--- src/rtl/sio_chan_pkg.sv ---
package sio_chan_pkg;

   typedef enum logic {
      PTR_MR1 = 1'b0,
      PTR_MR2 = 1'b1
   } mr_ptr_e;

   typedef struct packed {
      logic ptr_reset;
      logic rx_reset;
      logic tx_reset;
      logic err_clr;
      logic tx_on;
      logic tx_off;
      logic rx_on;
      logic rx_off;
   } cmd_act_t;

   localparam logic [2:0] MISC_PTR_RST = 3'd1;
   localparam logic [2:0] MISC_RX_RST  = 3'd2;
   localparam logic [2:0] MISC_TX_RST  = 3'd3;
   localparam logic [2:0] MISC_ERR_CLR = 3'd4;
   localparam logic [1:0] EN_ON        = 2'd1;
   localparam logic [1:0] EN_OFF       = 2'd2;
   localparam logic [1:0] MODE_ECHO    = 2'b01;

   // Keep the low 5..8 bits selected by a 2-bit length code
   function automatic logic [7:0] len_mask(input logic [1:0] len);
      return 8'hFF >> (2'd3 - len);
   endfunction

endpackage

--- src/rtl/sio_cmd_decode.sv ---
module sio_cmd_decode
   import sio_chan_pkg::*;
(
   input  logic       cmd_wr,
   input  logic [7:0] cmd_byte,
   output cmd_act_t   act
);
   logic [2:0] misc_f;
   logic [1:0] tx_f;
   logic [1:0] rx_f;

   assign misc_f = cmd_byte[6:4];
   assign tx_f   = cmd_byte[3:2];
   assign rx_f   = cmd_byte[1:0];

   always_comb begin
      act           = '0;
      act.ptr_reset = cmd_wr && (misc_f == MISC_PTR_RST);
      act.rx_reset  = cmd_wr && (misc_f == MISC_RX_RST);
      act.tx_reset  = cmd_wr && (misc_f == MISC_TX_RST);
      act.err_clr   = cmd_wr && (misc_f == MISC_ERR_CLR);
      act.tx_on     = cmd_wr && (tx_f == EN_ON);
      act.tx_off    = cmd_wr && (tx_f == EN_OFF);
      act.rx_on     = cmd_wr && (rx_f == EN_ON);
      act.rx_off    = cmd_wr && (rx_f == EN_OFF);
   end
endmodule

--- src/rtl/sio_mode_regs.sv ---
module sio_mode_regs
   import sio_chan_pkg::*;
#(
   parameter logic [7:0] MR1_RST = 8'h03,
   parameter logic [7:0] MR2_RST = 8'h00
) (
   input  logic       clk,
   input  logic       rst,
   input  logic       acc,
   input  logic       wr,
   input  logic [7:0] wdata,
   input  logic       ptr_reset,
   output logic [7:0] mr1,
   output logic [7:0] mr2,
   output logic [7:0] rd_val
);
   mr_ptr_e ptr;

   assign rd_val = (ptr == PTR_MR1) ? mr1 : mr2;

   always_ff @(posedge clk) begin
      if (rst) begin
         ptr <= PTR_MR1;
         mr1 <= MR1_RST;
         mr2 <= MR2_RST;
      end else if (ptr_reset) begin
         ptr <= PTR_MR1;
      end else if (acc) begin
         if (wr) begin
            if (ptr == PTR_MR1) mr1 <= wdata;
            else                mr2 <= wdata;
         end
         ptr <= PTR_MR2;
      end
   end
endmodule

--- src/rtl/sio_flags.sv ---
module sio_flags
   import sio_chan_pkg::*;
(
   input  logic     clk,
   input  logic     rst,
   input  cmd_act_t act,
   input  logic     rx_accept,
   input  logic     rx_read,
   input  logic     tx_wr_clear,
   input  logic     tx_done,
   output logic     rx_en,
   output logic     tx_en,
   output logic     rx_rdy,
   output logic     rx_full,
   output logic     tx_rdy,
   output logic     tx_emt
);
   logic n_rx_en, n_tx_en, n_rx_rdy, n_rx_full, n_tx_rdy, n_tx_emt;

   // Events first, then the command fields in their fixed order
   always_comb begin
      n_rx_en   = rx_en;
      n_tx_en   = tx_en;
      n_rx_rdy  = rx_rdy;
      n_rx_full = rx_full;
      n_tx_rdy  = tx_rdy;
      n_tx_emt  = tx_emt;
      if (tx_done && tx_en) begin
         n_tx_rdy = 1'b1;
         n_tx_emt = 1'b1;
      end
      if (rx_accept) begin
         n_rx_rdy  = 1'b1;
         n_rx_full = 1'b1;
      end else if (rx_read) begin
         n_rx_rdy  = 1'b0;
         n_rx_full = 1'b0;
      end
      if (tx_wr_clear) begin
         n_tx_rdy = 1'b0;
         n_tx_emt = 1'b0;
      end
      if (act.rx_reset) begin
         n_rx_en   = 1'b0;
         n_rx_rdy  = 1'b0;
         n_rx_full = 1'b0;
      end
      if (act.tx_reset) begin
         n_tx_en  = 1'b0;
         n_tx_rdy = 1'b0;
         n_tx_emt = 1'b0;
      end
      if (act.tx_on) begin
         n_tx_en  = 1'b1;
         n_tx_rdy = 1'b1;
         n_tx_emt = 1'b1;
      end else if (act.tx_off) begin
         n_tx_en  = 1'b0;
         n_tx_rdy = 1'b0;
         n_tx_emt = 1'b0;
      end
      if (act.rx_on) begin
         n_rx_en   = 1'b1;
         n_rx_rdy  = 1'b0;
         n_rx_full = 1'b0;
      end else if (act.rx_off) begin
         n_rx_en = 1'b0;
      end
   end

   always_ff @(posedge clk) begin
      if (rst) begin
         rx_en   <= 1'b0;
         tx_en   <= 1'b0;
         rx_rdy  <= 1'b0;
         rx_full <= 1'b0;
         tx_rdy  <= 1'b0;
         tx_emt  <= 1'b0;
      end else begin
         rx_en   <= n_rx_en;
         tx_en   <= n_tx_en;
         rx_rdy  <= n_rx_rdy;
         rx_full <= n_rx_full;
         tx_rdy  <= n_tx_rdy;
         tx_emt  <= n_tx_emt;
      end
   end
endmodule

--- src/rtl/sio_chan_regs.sv ---
module sio_chan_regs
   import sio_chan_pkg::*;
#(
   parameter int         IDX_W    = 3,
   parameter int         MODE_IDX = 0,
   parameter int         STAT_IDX = 1,
   parameter int         CMD_IDX  = 2,
   parameter int         DATA_IDX = 3,
   parameter logic [7:0] MR1_RST  = 8'h03,
   parameter logic [7:0] MR2_RST  = 8'h00,
   parameter bit         ECHO_EN  = 1'b1
) (
   input  logic             clk,
   input  logic             rst,
   input  logic             bus_sel,
   input  logic             bus_rd,
   input  logic             bus_wr,
   input  logic [IDX_W-1:0] bus_idx,
   input  logic [7:0]       bus_wdata,
   output logic [7:0]       bus_rdata,
   input  logic             rx_strobe,
   input  logic [7:0]       rx_byte,
   input  logic             tx_done,
   output logic             tx_start,
   output logic [7:0]       tx_byte,
   output logic             rx_enabled,
   output logic             tx_enabled
);
   localparam int         NUM_SLOTS = 1 << IDX_W;
   localparam logic [IDX_W-1:0] I_MODE = IDX_W'(MODE_IDX);
   localparam logic [IDX_W-1:0] I_STAT = IDX_W'(STAT_IDX);
   localparam logic [IDX_W-1:0] I_CMD  = IDX_W'(CMD_IDX);
   localparam logic [IDX_W-1:0] I_DATA = IDX_W'(DATA_IDX);

   generate
      if (IDX_W < 2)
         $error("sio_chan_regs: IDX_W must be at least 2");
      if (MODE_IDX >= NUM_SLOTS || STAT_IDX >= NUM_SLOTS ||
          CMD_IDX >= NUM_SLOTS || DATA_IDX >= NUM_SLOTS)
         $error("sio_chan_regs: register index outside index range");
      if (MODE_IDX == STAT_IDX || MODE_IDX == CMD_IDX || MODE_IDX == DATA_IDX ||
          STAT_IDX == CMD_IDX || STAT_IDX == DATA_IDX || CMD_IDX == DATA_IDX)
         $error("sio_chan_regs: register indices must differ");
   endgenerate

   logic       bus_acc, mode_acc, cmd_wr, data_wr, rx_read;
   logic       rx_accept, tx_wr_clear, echo_on;
   logic       rx_rdy, rx_full, tx_rdy, tx_emt;
   logic [7:0] mr1, mr2, mode_rd, stat_byte, char_mask;
   logic [7:0] rx_buf, tx_hold;
   logic       tx_start_q;
   cmd_act_t   act;

   assign bus_acc  = bus_sel && (bus_rd || bus_wr);
   assign mode_acc = bus_acc && (bus_idx == I_MODE);
   assign cmd_wr   = bus_sel && bus_wr && (bus_idx == I_CMD);
   assign data_wr  = bus_sel && bus_wr && (bus_idx == I_DATA);
   assign rx_read  = bus_sel && bus_rd && (bus_idx == I_DATA);

   sio_cmd_decode u_dec (
      .cmd_wr   (cmd_wr),
      .cmd_byte (bus_wdata),
      .act      (act)
   );

   sio_mode_regs #(
      .MR1_RST (MR1_RST),
      .MR2_RST (MR2_RST)
   ) u_mode (
      .clk       (clk),
      .rst       (rst),
      .acc       (mode_acc),
      .wr        (bus_wr),
      .wdata     (bus_wdata),
      .ptr_reset (act.ptr_reset),
      .mr1       (mr1),
      .mr2       (mr2),
      .rd_val    (mode_rd)
   );

   generate
      if (ECHO_EN) begin : g_echo
         assign echo_on = (mr2[7:6] == MODE_ECHO);
      end else begin : g_no_echo
         assign echo_on = 1'b0;
      end
   endgenerate

   assign char_mask   = len_mask(mr1[1:0]);
   assign rx_accept   = rx_strobe && rx_enabled && !rx_full;
   assign tx_wr_clear = data_wr && !echo_on;

   sio_flags u_flags (
      .clk         (clk),
      .rst         (rst),
      .act         (act),
      .rx_accept   (rx_accept),
      .rx_read     (rx_read),
      .tx_wr_clear (tx_wr_clear),
      .tx_done     (tx_done),
      .rx_en       (rx_enabled),
      .tx_en       (tx_enabled),
      .rx_rdy      (rx_rdy),
      .rx_full     (rx_full),
      .tx_rdy      (tx_rdy),
      .tx_emt      (tx_emt)
   );

   assign stat_byte = {4'b0000, tx_emt, tx_rdy, rx_full, rx_rdy};

   always_ff @(posedge clk) begin
      if (rst) begin
         rx_buf     <= '0;
         tx_hold    <= '0;
         tx_start_q <= 1'b0;
      end else begin
         tx_start_q <= 1'b0;
         if (rx_accept) rx_buf <= rx_byte & char_mask;
         if (echo_on && rx_accept) begin
            tx_hold    <= rx_byte & char_mask;
            tx_start_q <= 1'b1;
         end else if (tx_wr_clear) begin
            tx_hold    <= bus_wdata & char_mask;
            tx_start_q <= tx_enabled;
         end
      end
   end

   assign tx_start = tx_start_q;
   assign tx_byte  = tx_hold;

   always_comb begin
      bus_rdata = '0;
      if (bus_sel && bus_rd) begin
         if (bus_idx == I_MODE)      bus_rdata = mode_rd;
         else if (bus_idx == I_STAT) bus_rdata = stat_byte;
         else if (bus_idx == I_DATA) bus_rdata = rx_buf;
      end
   end
endmodule

--- config.mk ---
export PLATFORM = sky130hd
export DESIGN_NAME = sio_chan_regs
export DESIGN_NICKNAME = d
export VERILOG_FILES = /design/src/rtl/sio_chan_pkg.sv /design/src/rtl/sio_cmd_decode.sv /design/src/rtl/sio_mode_regs.sv /design/src/rtl/sio_flags.sv /design/src/rtl/sio_chan_regs.sv
export SDC_FILE = /design/constraint.sdc
export NUM_CORES = 1
export LEC_CHECK = 0
export BUFFER_PORTS_ARGS = -buffer_cell sky130_fd_sc_hd__buf_2
export CAP_MARGIN = 30
export CORE_MARGIN = 2
export CORE_UTILIZATION = 47
export CTS_BUF_LIST = sky130_fd_sc_hd__clkbuf_8
export CTS_CLUSTER_DIAMETER = 40
export DETAILED_ROUTE_END_ITERATION = 10
export PLACE_DENSITY = 0.77
export SLEW_MARGIN = 20
export SYNTH_ARGS = -nofsm -noshare
export SYNTH_HDL_FRONTEND = slang
export SYNTH_SLANG_ARGS = --single-unit
export TNS_END_PERCENT = 10
--- constraint.sdc ---
create_clock -name clk -period 2.54 [get_ports clk]
set_input_delay 0.127 -clock clk [delete_from_list [all_inputs] [get_ports clk]]
set_output_delay 0.127 -clock clk [all_outputs]
set_load 0.005 [all_outputs]
; ---- Yosys cells after proc, flatten, opt, wreduce, memory -nomap -nowiden
; Cells that the tools add are included.
; W data, S select, Z words.
[totals]
register_bits = 38
wordCells = 81
[op_classes]
eq_ne = 11
bitwise_logic = 4
n_reduce_logical = 32
n_shift = 1
n_mux = 22
add_sub_neg = 1
[op_table]
columns = op, count
row1 = $mux W8, 7
row2 = $logic_and A1 B1 Y1, 19
row3 = $and A8 B8 Y8, 2
row4 = $mux W1, 15
row5 = $eq A3 B2 Y1 const B, 4
row6 = $reduce_and A4 Y1, 2
row7 = $shr A8 B2 Y8 const A, 1
row8 = $eq A2 B1 Y1 const B, 3
row9 = $eq A3 B1 Y1 const B, 2
row10 = $reduce_bool A3 Y1, 2
row11 = $reduce_bool A5 Y1, 1
row12 = $eq A2 B2 Y1 const B, 2
row13 = $reduce_bool A2 Y1, 2
row14 = $logic_not A3 Y1, 1
row15 = $reduce_or A3 Y1, 1
row16 = $logic_not A1 Y1, 2
row17 = $not A1 Y1, 2
row18 = $reduce_or A2 Y1, 1
row19 = $sub A2 B2 Y2 const A, 1
row20 = $logic_or A1 B1 Y1, 1

; ---- Depth between registers and ports, before layout
; Gate-level depths: netlist of the first run.
[depth]
depth_word = 7
mapped_depth = 6

; ---- By module
; From an unflattened synthesis of the first run, not the netlist that was laid out.
[unflattened]
hier_cells = 214
area_unflattened_um2 = 2028.2
[modules_own_cells]
columns = mod, area_per_inst_um2, cells_each, n_inst
row1 = sio_chan_regs, 930.9, 109, 1
row2 = sio_mode_regs, 840.8, 79, 1
row3 = sio_flags, 167.7, 18, 1
row4 = sio_cmd_decode, 88.8, 8, 1

; ---- Worst setup path after synthesis of the first run
; No wires, ideal clock.
[synth_path]
path_type = register -> register
start = register u_mode.mr2[7]
end = register tx_hold[4], in the netlist tx_byte[4]
setup_time_ns = 0.086
path_slack_ns = 1.074
n_path_buf = 1
stages_incl_launch_ff = 6
arrival_time_ns = 1.380
synth_period_minus_slack_ns = 1.466
t_required_ns = 2.454
path_cell_list = dfxtp_1 and2b_2 or3b_1 buf_6 mux2i_1 a211oi_1
[synth_via]
elab_chain_cells = 4
[synth_rtl]
columns = item, line
row1 = start: declaration, sio_mode_regs.sv:14  ; output logic [7:0] mr2,
row2 = start signal: assignment, sio_mode_regs.sv:31  ; else mr2 <= wdata;
row3 = $eq A2 B1 Y1 (*), sio_chan_regs.sv:83  ; assign echo_on = (mr2[7:6] == MODE_ECHO);
row4 = $logic_not A1 Y1, sio_chan_regs.sv:91  ; assign tx_wr_clear = data_wr && !echo_on;
row5 = $logic_and A1 B1 Y1, sio_chan_regs.sv:91
row6 = $reduce_bool A2 Y1 (no line), -
row7 = end signal: assignment, sio_chan_regs.sv:120  ; tx_hold <= rx_byte & char_mask;
row8 = end signal: assignment, sio_chan_regs.sv:123  ; tx_hold <= bus_wdata & char_mask;
row9 = end: declaration, sio_chan_regs.sv:50  ; logic [7:0] rx_buf, tx_hold;
; Every way passes the cells marked *; elsewhere a longest branch is shown, timed or not.
; A chain may end at the register's enable or synchronous reset.

; ---- Final worst setup path of the first run
[layout_path]
start = register u_mode.ptr
end = output bus_rdata[2]
[layout_via]
elab_chain_cells = 3
[layout_rtl]
columns = item, line
row1 = start: declaration, sio_mode_regs.sv:17  ; mr_ptr_e ptr;
row2 = start signal: assignment, sio_mode_regs.sv:23  ; ptr <= PTR_MR1;
row3 = start signal: assignment, sio_mode_regs.sv:27  ; ptr <= PTR_MR1;
row4 = start signal: assignment, sio_mode_regs.sv:33  ; ptr <= PTR_MR2;
row5 = $mux W8, sio_mode_regs.sv:19  ; assign rd_val = (ptr == PTR_MR1) ? mr1 : mr2;
row6 = $mux W8, sio_chan_regs.sv:135  ; if (bus_idx == I_MODE) bus_rdata = mode_rd;
row7 = $mux W8, sio_chan_regs.sv:134  ; if (bus_sel && bus_rd) begin
row8 = end: declaration, sio_chan_regs.sv:20  ; output logic [7:0] bus_rdata,
; Every way passes these cells.

==> summary.txt, run 1 <==
Route
  – Drt wl/cell: 14.81 um
  – Drt total wl: 4.400 mm
  – Router iterations before antenna repair: 4
  – Vias/cell: 5.623
  – Drt drc: 0
  – Drt initial violations: 76
  – Vias: 1,670
  – Final antenna-violating net count: 0

Run
  – Max-cap viol count: 0

Timing
  – Unrepaired setup endpoints after global routing: no
  – Post-route setup slack: 0.8947 ns
  – Worst-Margin Slew: 0.7009 ns
  – Setup_tns: 0 ns
  – Max Clk Rate: 607.8 MHz
  – Rel. slew slack: 0.5328
  – Final Hold Vio Count: 0
  – Fin crit share: 0.6477
  – Slew Viols, Final: 0
  – Clock skew: 0.007256 ns
  – Fin crit period: 1.645 ns
  – # setup viols final: 0

Clock network
  – Hold-fix buffers, CTS: 0
  – CTS tree: done
  – CTS H-tree depth: 2
  – Post-CTS Setup Bufs: 0
  – Total CTS buffers: 5
  – Reg clk slew, reported paths: 0.07 ns
  – Maximum clock path buffer count: 2
  – CTS Root Cell: clkbuf_8
  – Skew-Pair Late Insertion Delay: 0.30 ns
  – Post-CTS Resized: 0
  – Sinks on Clock Net: 38

Pwr
  – Power consumption: 1118 uW
  – Clock power frac: 0.383
  – PD cells: 528.4 nW/um^2
  – Int Pwr: 848.4 uW
  – Comb power frac: 0.074
  – Reg power frac: 0.542
  – P_sw: 269.7 uW
  – Net Sw Frac: 0.2412
  – Leak Pwr: 0.0008704 uW
  – Worst vdd ir: 0.3800 mV

Global route
  – Largest net degree at the start of global routing: 42
  – Total gr overflow: 0
  – Global-route wire length before repair: between 7 and 8 mm
  – Antenna violations before repair: 0
  – Vias in the first global route: 1,594
  – GRT Util Overall: 0.2204

Synthesis
  – Yosys warnings: 0
  – Syn Nets: 234
  – Asr flop ratio synth: 0
  – Synthesized flop and latch total: 38
  – Syn_area_per_cell: 8.650 sq um
  – Cell variety after synth: 39
  – Mapped Cells: 208
  – Mapped cell area: between 1500 and 2000 sq um
  – Sequential area share after synthesis: 0.4228
  – Main synth FF type: dfxtp_1
  – Post-synth EDFFs: 0

Critical path
  – R2r setup slk: 0.90 ns
  – Worst setup SP type: flop
  – Critical path endpoint: bus_rdata[2]
  – Critical-path top delay cell: dfxtp_1
  – Worst path top cell family by delay: flip-flops
  – Crit path depth: 3
  – Worst path cell trace: mux2i_1 > o22ai_1 > buf_2
  – Setup CP Type: flop to primary output
  – Critical path peak fanout: 11
  – Cells on worst reg2reg path: 4
  – Crit end category: primary output
  – R2R Path Start: u_mode.mr2[7]
  – Buf/Inv on CP: 1
  – RR Endpoint: tx_byte[2]
  – Worst EP arrival: 1.52 ns
  – CP Launch Point: u_mode.ptr
  – Critical Path RT: roughly 2.4 ns
  – CP max stage delay: 0.69 ns

Final layout
  – Ant. Diodes: 0
  – Util after Layout: 0.5779
  – Synth-to-Final Area Change: 17.59%
  – Fraction of layout cells with a size suffix above 1: 0.2369
  – Most common cell after layout, fill and taps aside: buf_2
  – Final nets: 274
  – Most frequent cells in the layout: buf_2, nand2_1, dfxtp_1, a21oi_1, mux2i_1
  – Fill count: between 300 and 400

Floorplan
  – Core footprint: 3661 sq um
  – Die ar.: about 4300 sq um
  – Initial Utilization: 0.4915
  – Die Y: 65.87 um
  – Placement Rows: 22
  – I/O Pins: 45
  – Horiz. Die Dim: 65.87 um

Placed design
  – Gp weighted congestion: 0.8089
  – Port bufs: 44
  – Post-DP HPWL: 3.230 mm
  – Pre-CTS setup slack: 0.8763 ns

Status
  – Outcome: finished, final reports clean

Hold path
  – Worst hold path class: input port to flop
==> worst register-to-register path: stages (launching register included) <==
cell and delay [ns]:
dfxtp_1 0.34, and2b_2 0.25, or3b_1 0.55, mux2i_1 0.19
a211oi_1 0.23
==> metrics by stage <==
| step | cells | cell area [sq um] | hold slack [ns] |
|---|---|---|---|
| final | 297 | 2116 | 0.07768 |
| after global routing | 297 | 2116 | 0.07905 |
| after CTS | 297 | 2116 | 0.07359 |
| after detailed placement | 289 | 2024 | 0.3911 |
| after global placement | 289 | 2024 | 0.3892 |
| after floorplan | 208 | 1799 | 0.2468 |
==> power groups by stage <==
stage	logic (uW)	clock network, uW	registers, uW
after floorplan	41.5	0	617
after global routing	90.0	462	607
after global placement	81.9	0	620
final	83.0	429	606
after detailed placement	82.4	0	620
after CTS	82.8	435	606
==> synth_stat cells, drive strengths merged, types with 2 or more instances <==
library cell	n	area, sq um
a211oi	5	37.54
a221oi	2	17.52
nor2b	2	12.51
nand4b	2	17.52
nand3b	3	22.52
a21oi	26	130.1
or3b	2	17.52
mux2i	19	190.2
dfxtp	38	760.7
o21ai	8	40.04
nor4b	2	47.55
nor3b	2	20.02
nor2	15	56.30
a211o	2	17.52
clkbuf	5	18.77
inv	4	15.01
and3b	2	17.52
a311oi	2	17.52
nand3	5	37.54
nand4	2	12.51
buf	6	36.28
nand2	39	148.9
o22ai	4	25.02
==> layout make-up <==
type / count / area (sq um) / share of cell area
clock buffers: 6 / 82.58 / 0.03903
multi-input cells: 155 / 968.4 / 0.4577
well taps: 48 / 60.06 / 0.02839
repair buffers: 44 / 220.2 / 0.1041
flip-flops and latches: 38 / 760.7 / 0.3596
clock inverters: 2 / 8.758 / 0.004140
inverters: 4 / 15.01 / 0.007096
==> routing by layer <==
metal	global-route usage	part of all wire
met4	0.08594	0.016
met1	0.2749	0.46
met5	0	0
met3	0.06133	0.052
met2	0.3586	0.48
==> flip-flops by register name (all words and copies together), names as in the netlist <==
register,count
u_mode.mr2,8
rx_buf,8
u_flags.rx_en,1
u_flags.tx_rdy,1
u_mode.mr1,8
u_mode.ptr,1
tx_byte,8
tx_start,1
u_flags.tx_en,1
u_flags.rx_rdy,1
==> cells by family after synthesis <==
logic type,share of synthesized area
DFF,0.4228
muxes,0.1057
AOI/OAI and AO/OA,0.1899
and+or+nand+nor,0.2427
buffers and inverters,0.03894
==> how the worst min path moves through the flow <==
stage,cells after the start,startpoint,slack (ns),end
after floorplan,1,bus_wdata[1],0.25,u_flags.rx_en
after global placement,3,rx_byte[1],0.39,rx_buf[1]
after detailed placement,3,rx_byte[3],0.39,rx_buf[3]
after CTS,3,rx_byte[0],0.07,rx_buf[0]
after global routing,3,rx_byte[0],0.08,rx_buf[0]
final,3,rx_byte[0],0.08,rx_buf[0]
(Power assumes the default switching activity.)
==> run 2, diff against run 1 <==
--- a/config.mk
+++ b/config.mk
@@ -5,6 +5,7 @@
 export SDC_FILE = /design/constraint.sdc
 export NUM_CORES = 1
 export LEC_CHECK = 0
+export ABC_AREA = 1
 export BUFFER_PORTS_ARGS = -buffer_cell sky130_fd_sc_hd__buf_2
 export CAP_MARGIN = 30
 export CORE_MARGIN = 2
@@ -12,7 +13,7 @@
 export CTS_BUF_LIST = sky130_fd_sc_hd__clkbuf_8
 export CTS_CLUSTER_DIAMETER = 40
 export DETAILED_ROUTE_END_ITERATION = 10
-export PLACE_DENSITY = 0.77
+export PLACE_DENSITY = 0.79
 export SLEW_MARGIN = 20
 export SYNTH_ARGS = -nofsm -noshare
 export SYNTH_HDL_FRONTEND = slang
==> constraint.sdc (replaced) <==
create_clock -name clk -period 1.5 [get_ports clk]
set_input_delay 0.075 -clock clk [delete_from_list [all_inputs] [get_ports clk]]
set_output_delay 0.075 -clock clk [all_outputs]
set_load 0.005 [all_outputs]
==> summary.txt, run 2 <==
Timing
  – Max Clk Rate: 680.1 MHz
  – Fin crit period: around 1.5 ns
  – Smallest hold slack: 0.04114 ns
  – Clock skew: between 0.007 and 0.008 ns
  – Worst-Margin Slew: 0.3753 ns
  – Rel. slew slack: 0.7493
  – Final Hold Vio Count: 0
  – # setup viols final: 0
  – Fin crit share: 0.9802
  – Unrepaired setup endpoints after global routing: yes
  – Slew Viols, Final: 0

Placed design
  – Port bufs: 44
  – Gp weighted congestion: 0.8558
  – Post-place instance area: 2245 sq um
  – Post-DP HPWL: 3.984 mm

Floorplan
  – I/O Pins: 45
  – Placement Rows: 23
  – Die Y: approximately 69 um
  – Core footprint: just over 4000 sq um
  – Initial Utilization: 0.4941
  – Horiz. Die Dim: 69.08 um
  – Die ar.: 4772 sq um

Critical path
  – Critical Path RT: roughly 1.4 ns
  – Setup CP Type: flop to primary output
  – Worst setup SP type: flop
  – Worst EP arrival: 1.40 ns
  – Worst path cell trace: buf_8 > or2_2 > o211ai_1 > a21oi_1 > buf_2
  – Crit end category: primary output
  – Worst path top cell family by delay: flip-flops
  – Critical-path top delay cell: dfxtp_4
  – CP max stage delay: between 0.3 and 0.4 ns
  – Buf/Inv on CP: 2
  – Critical path peak fanout: 10

Run
  – Max-cap viol count: 0

Synthesis
  – Main synth FF type: dfxtp_1
  – Synth area leader: dfxtp_1
  – Cell variety after synth: 24
  – Mapped cell area: 1991 sq um
  – Mapped Cells: between 200 and 300
  – Syn_area_per_cell: 6.658 sq um
  – Largest cells by area after synthesis: dfxtp_1, nand2_1, nor2_1
  – Post-synth top cells: nand2_1, nor2_1, dfxtp_1, a21oi_1, nand3_1
  – Cell with the most instances after synthesis: nand2_1
  – Asr flop ratio synth: 0
  – Post-synth top area share: 0.3821
  – Synthesized flop and latch total: 38
  – Sequential area share after synthesis: 0.3821
  – Syn Nets: ~330
  – Yosys warnings: 0
  – Post-synth EDFFs: 0

Clock network
  – Maximum clock path buffer count: 2
  – Sinks on Clock Net: 38
  – Skew-Pair Late Insertion Delay: between 0.2 and 0.3 ns
  – Total CTS buffers: 5
  – CTS H-tree depth: 2
  – Hold-fix buffers, CTS: 0
  – Reg clk slew, reported paths: around 0.07 ns
  – CTS Root Cell: clkbuf_8
  – CTS tree: done

Final layout
  – Fill count: between 300 and 400
  – Final nets: 373
  – Synth-to-Final Area Change: 20.11%
  – Multi-input gate area: 1054 sq um
  – Most frequent cells in the layout: nand2_1, nor2_1, buf_2, dfxtp_1, a21oi_1
  – Design Area, Final: 2391 sq um
  – Register area: 765.7 sq um
  – Fraction of layout cells with a size suffix above 1: 0.2161
  – Most common cell after layout, fill and taps aside: nand2_1
  – Ant. Diodes: 0

Status
  – Outcome: finished, final reports clean

Pwr
  – Leak Pwr: around 0.0011 uW
  – Worst vdd ir: 0.6378 mV
  – PD cells: 893.7 nW/um^2

Route
  – Drt drc: 0
  – Drt wl/cell: 13.37 um
  – Drt initial violations: 107
  – Vias/cell: 5.280
  – Final antenna-violating net count: 0
  – Router iterations before antenna repair: 5
  – Drt total wl: 5.306 mm
  – Vias: 2,096

Global route
  – Total gr overflow: 0
  – Antenna violations before repair: 0
  – GRT Util Overall: 0.2269
  – Global-route wire length before repair: 8.825 mm
  – Vias in the first global route: 1,961
  – Largest net degree at the start of global routing: 20

Hold path
  – Worst hold path class: input port to flop
==> run 2: routing by layer <==
| metal | up-vias | wire (um) | part of all wire | global-route usage |
|---|---|---|---|---|
| li1 | 1063 | - | - | - |
| met1 | 945 | 2392 | 0.45 | 0.2906 |
| met2 | 77 | 2465 | 0.46 | 0.3707 |
| met3 | 11 | 348 | 0.066 | 0.04825 |
| met4 | 0 | 100 | 0.019 | 0.09150 |
| met5 | - | 0 | 0 | 0 |
==> run 2: what timing repair did <==
action | 4_1_cts | 5_1_grt
endpoints found under the setup margin | 0 | 7
buffers inserted | 0 | 1
gates resized for setup | 0 | 8
==> run 2: final timing paths <==
kind | startpoint | endpoint | slack, ns | cells after the start
hold / removal | rx_byte[4] | rx_buf[4] | 0.04 | 3
setup / recovery | u_mode.ptr | bus_rdata[5] | 0.03 | 5
hold reg to reg | tx_byte[2] | tx_byte[2] | 0.47 | 2
setup reg to reg | u_mode.mr2[6] | tx_byte[3] | 0.12 | 6
==> run 2: layout make-up <==
class,instances,share of cell area
multi-input cells,221,0.4406
well taps,50,0.02616
repair inverters,1,0.003140
clock buffers,6,0.03454
inverters,30,0.04867
repair buffers,50,0.1141
flip-flops and latches,38,0.3203
clock inverters,1,0.01256
==> run 2: through the flow <==
| stage | util | std cells | setup TNS (ns) | total power [uW] | setup slack (ns) |
|---|---|---|---|---|---|
| floorplan | - | 299 | 0 | 1180 | 0.3346 |
| global placement | 0.5571 | 388 | 0 | 1257 | 0.1795 |
| CTS | 0.5851 | 395 | 0 | 2140 | 0.001727 |
| detailed placement | 0.5571 | 388 | 0 | 1260 | 0.1275 |
| global route | 0.5935 | 397 | -0.03757 | 2218 | -0.02311 |
| finish | 0.5935 | 397 | 0 | 2137 | 0.02972 |
==> run 2: power by group <==
group	internal (uW)	total (uW)	switching [uW]
registers	1020	1030	8.93
clock network	532	891	359
logic	80.4	219	138
total	1630	2140	506
==> run 2: cell families after synthesis <==
group                  after synthesis  share of synthesized area
and+or+nand+nor                    164                     0.3696
AOI/OAI and AO/OA                   57                     0.1584
DFF                                 38                     0.3821
buffers and inverters               40                    0.08987
==> run 2: worst min-delay path, delay by kind of cell <==
| kind | cells | cell delay [ns] |
|---|---|---|
| buf+inv | 2 | 0.11 |
| compound gates | 1 | 0.11 |
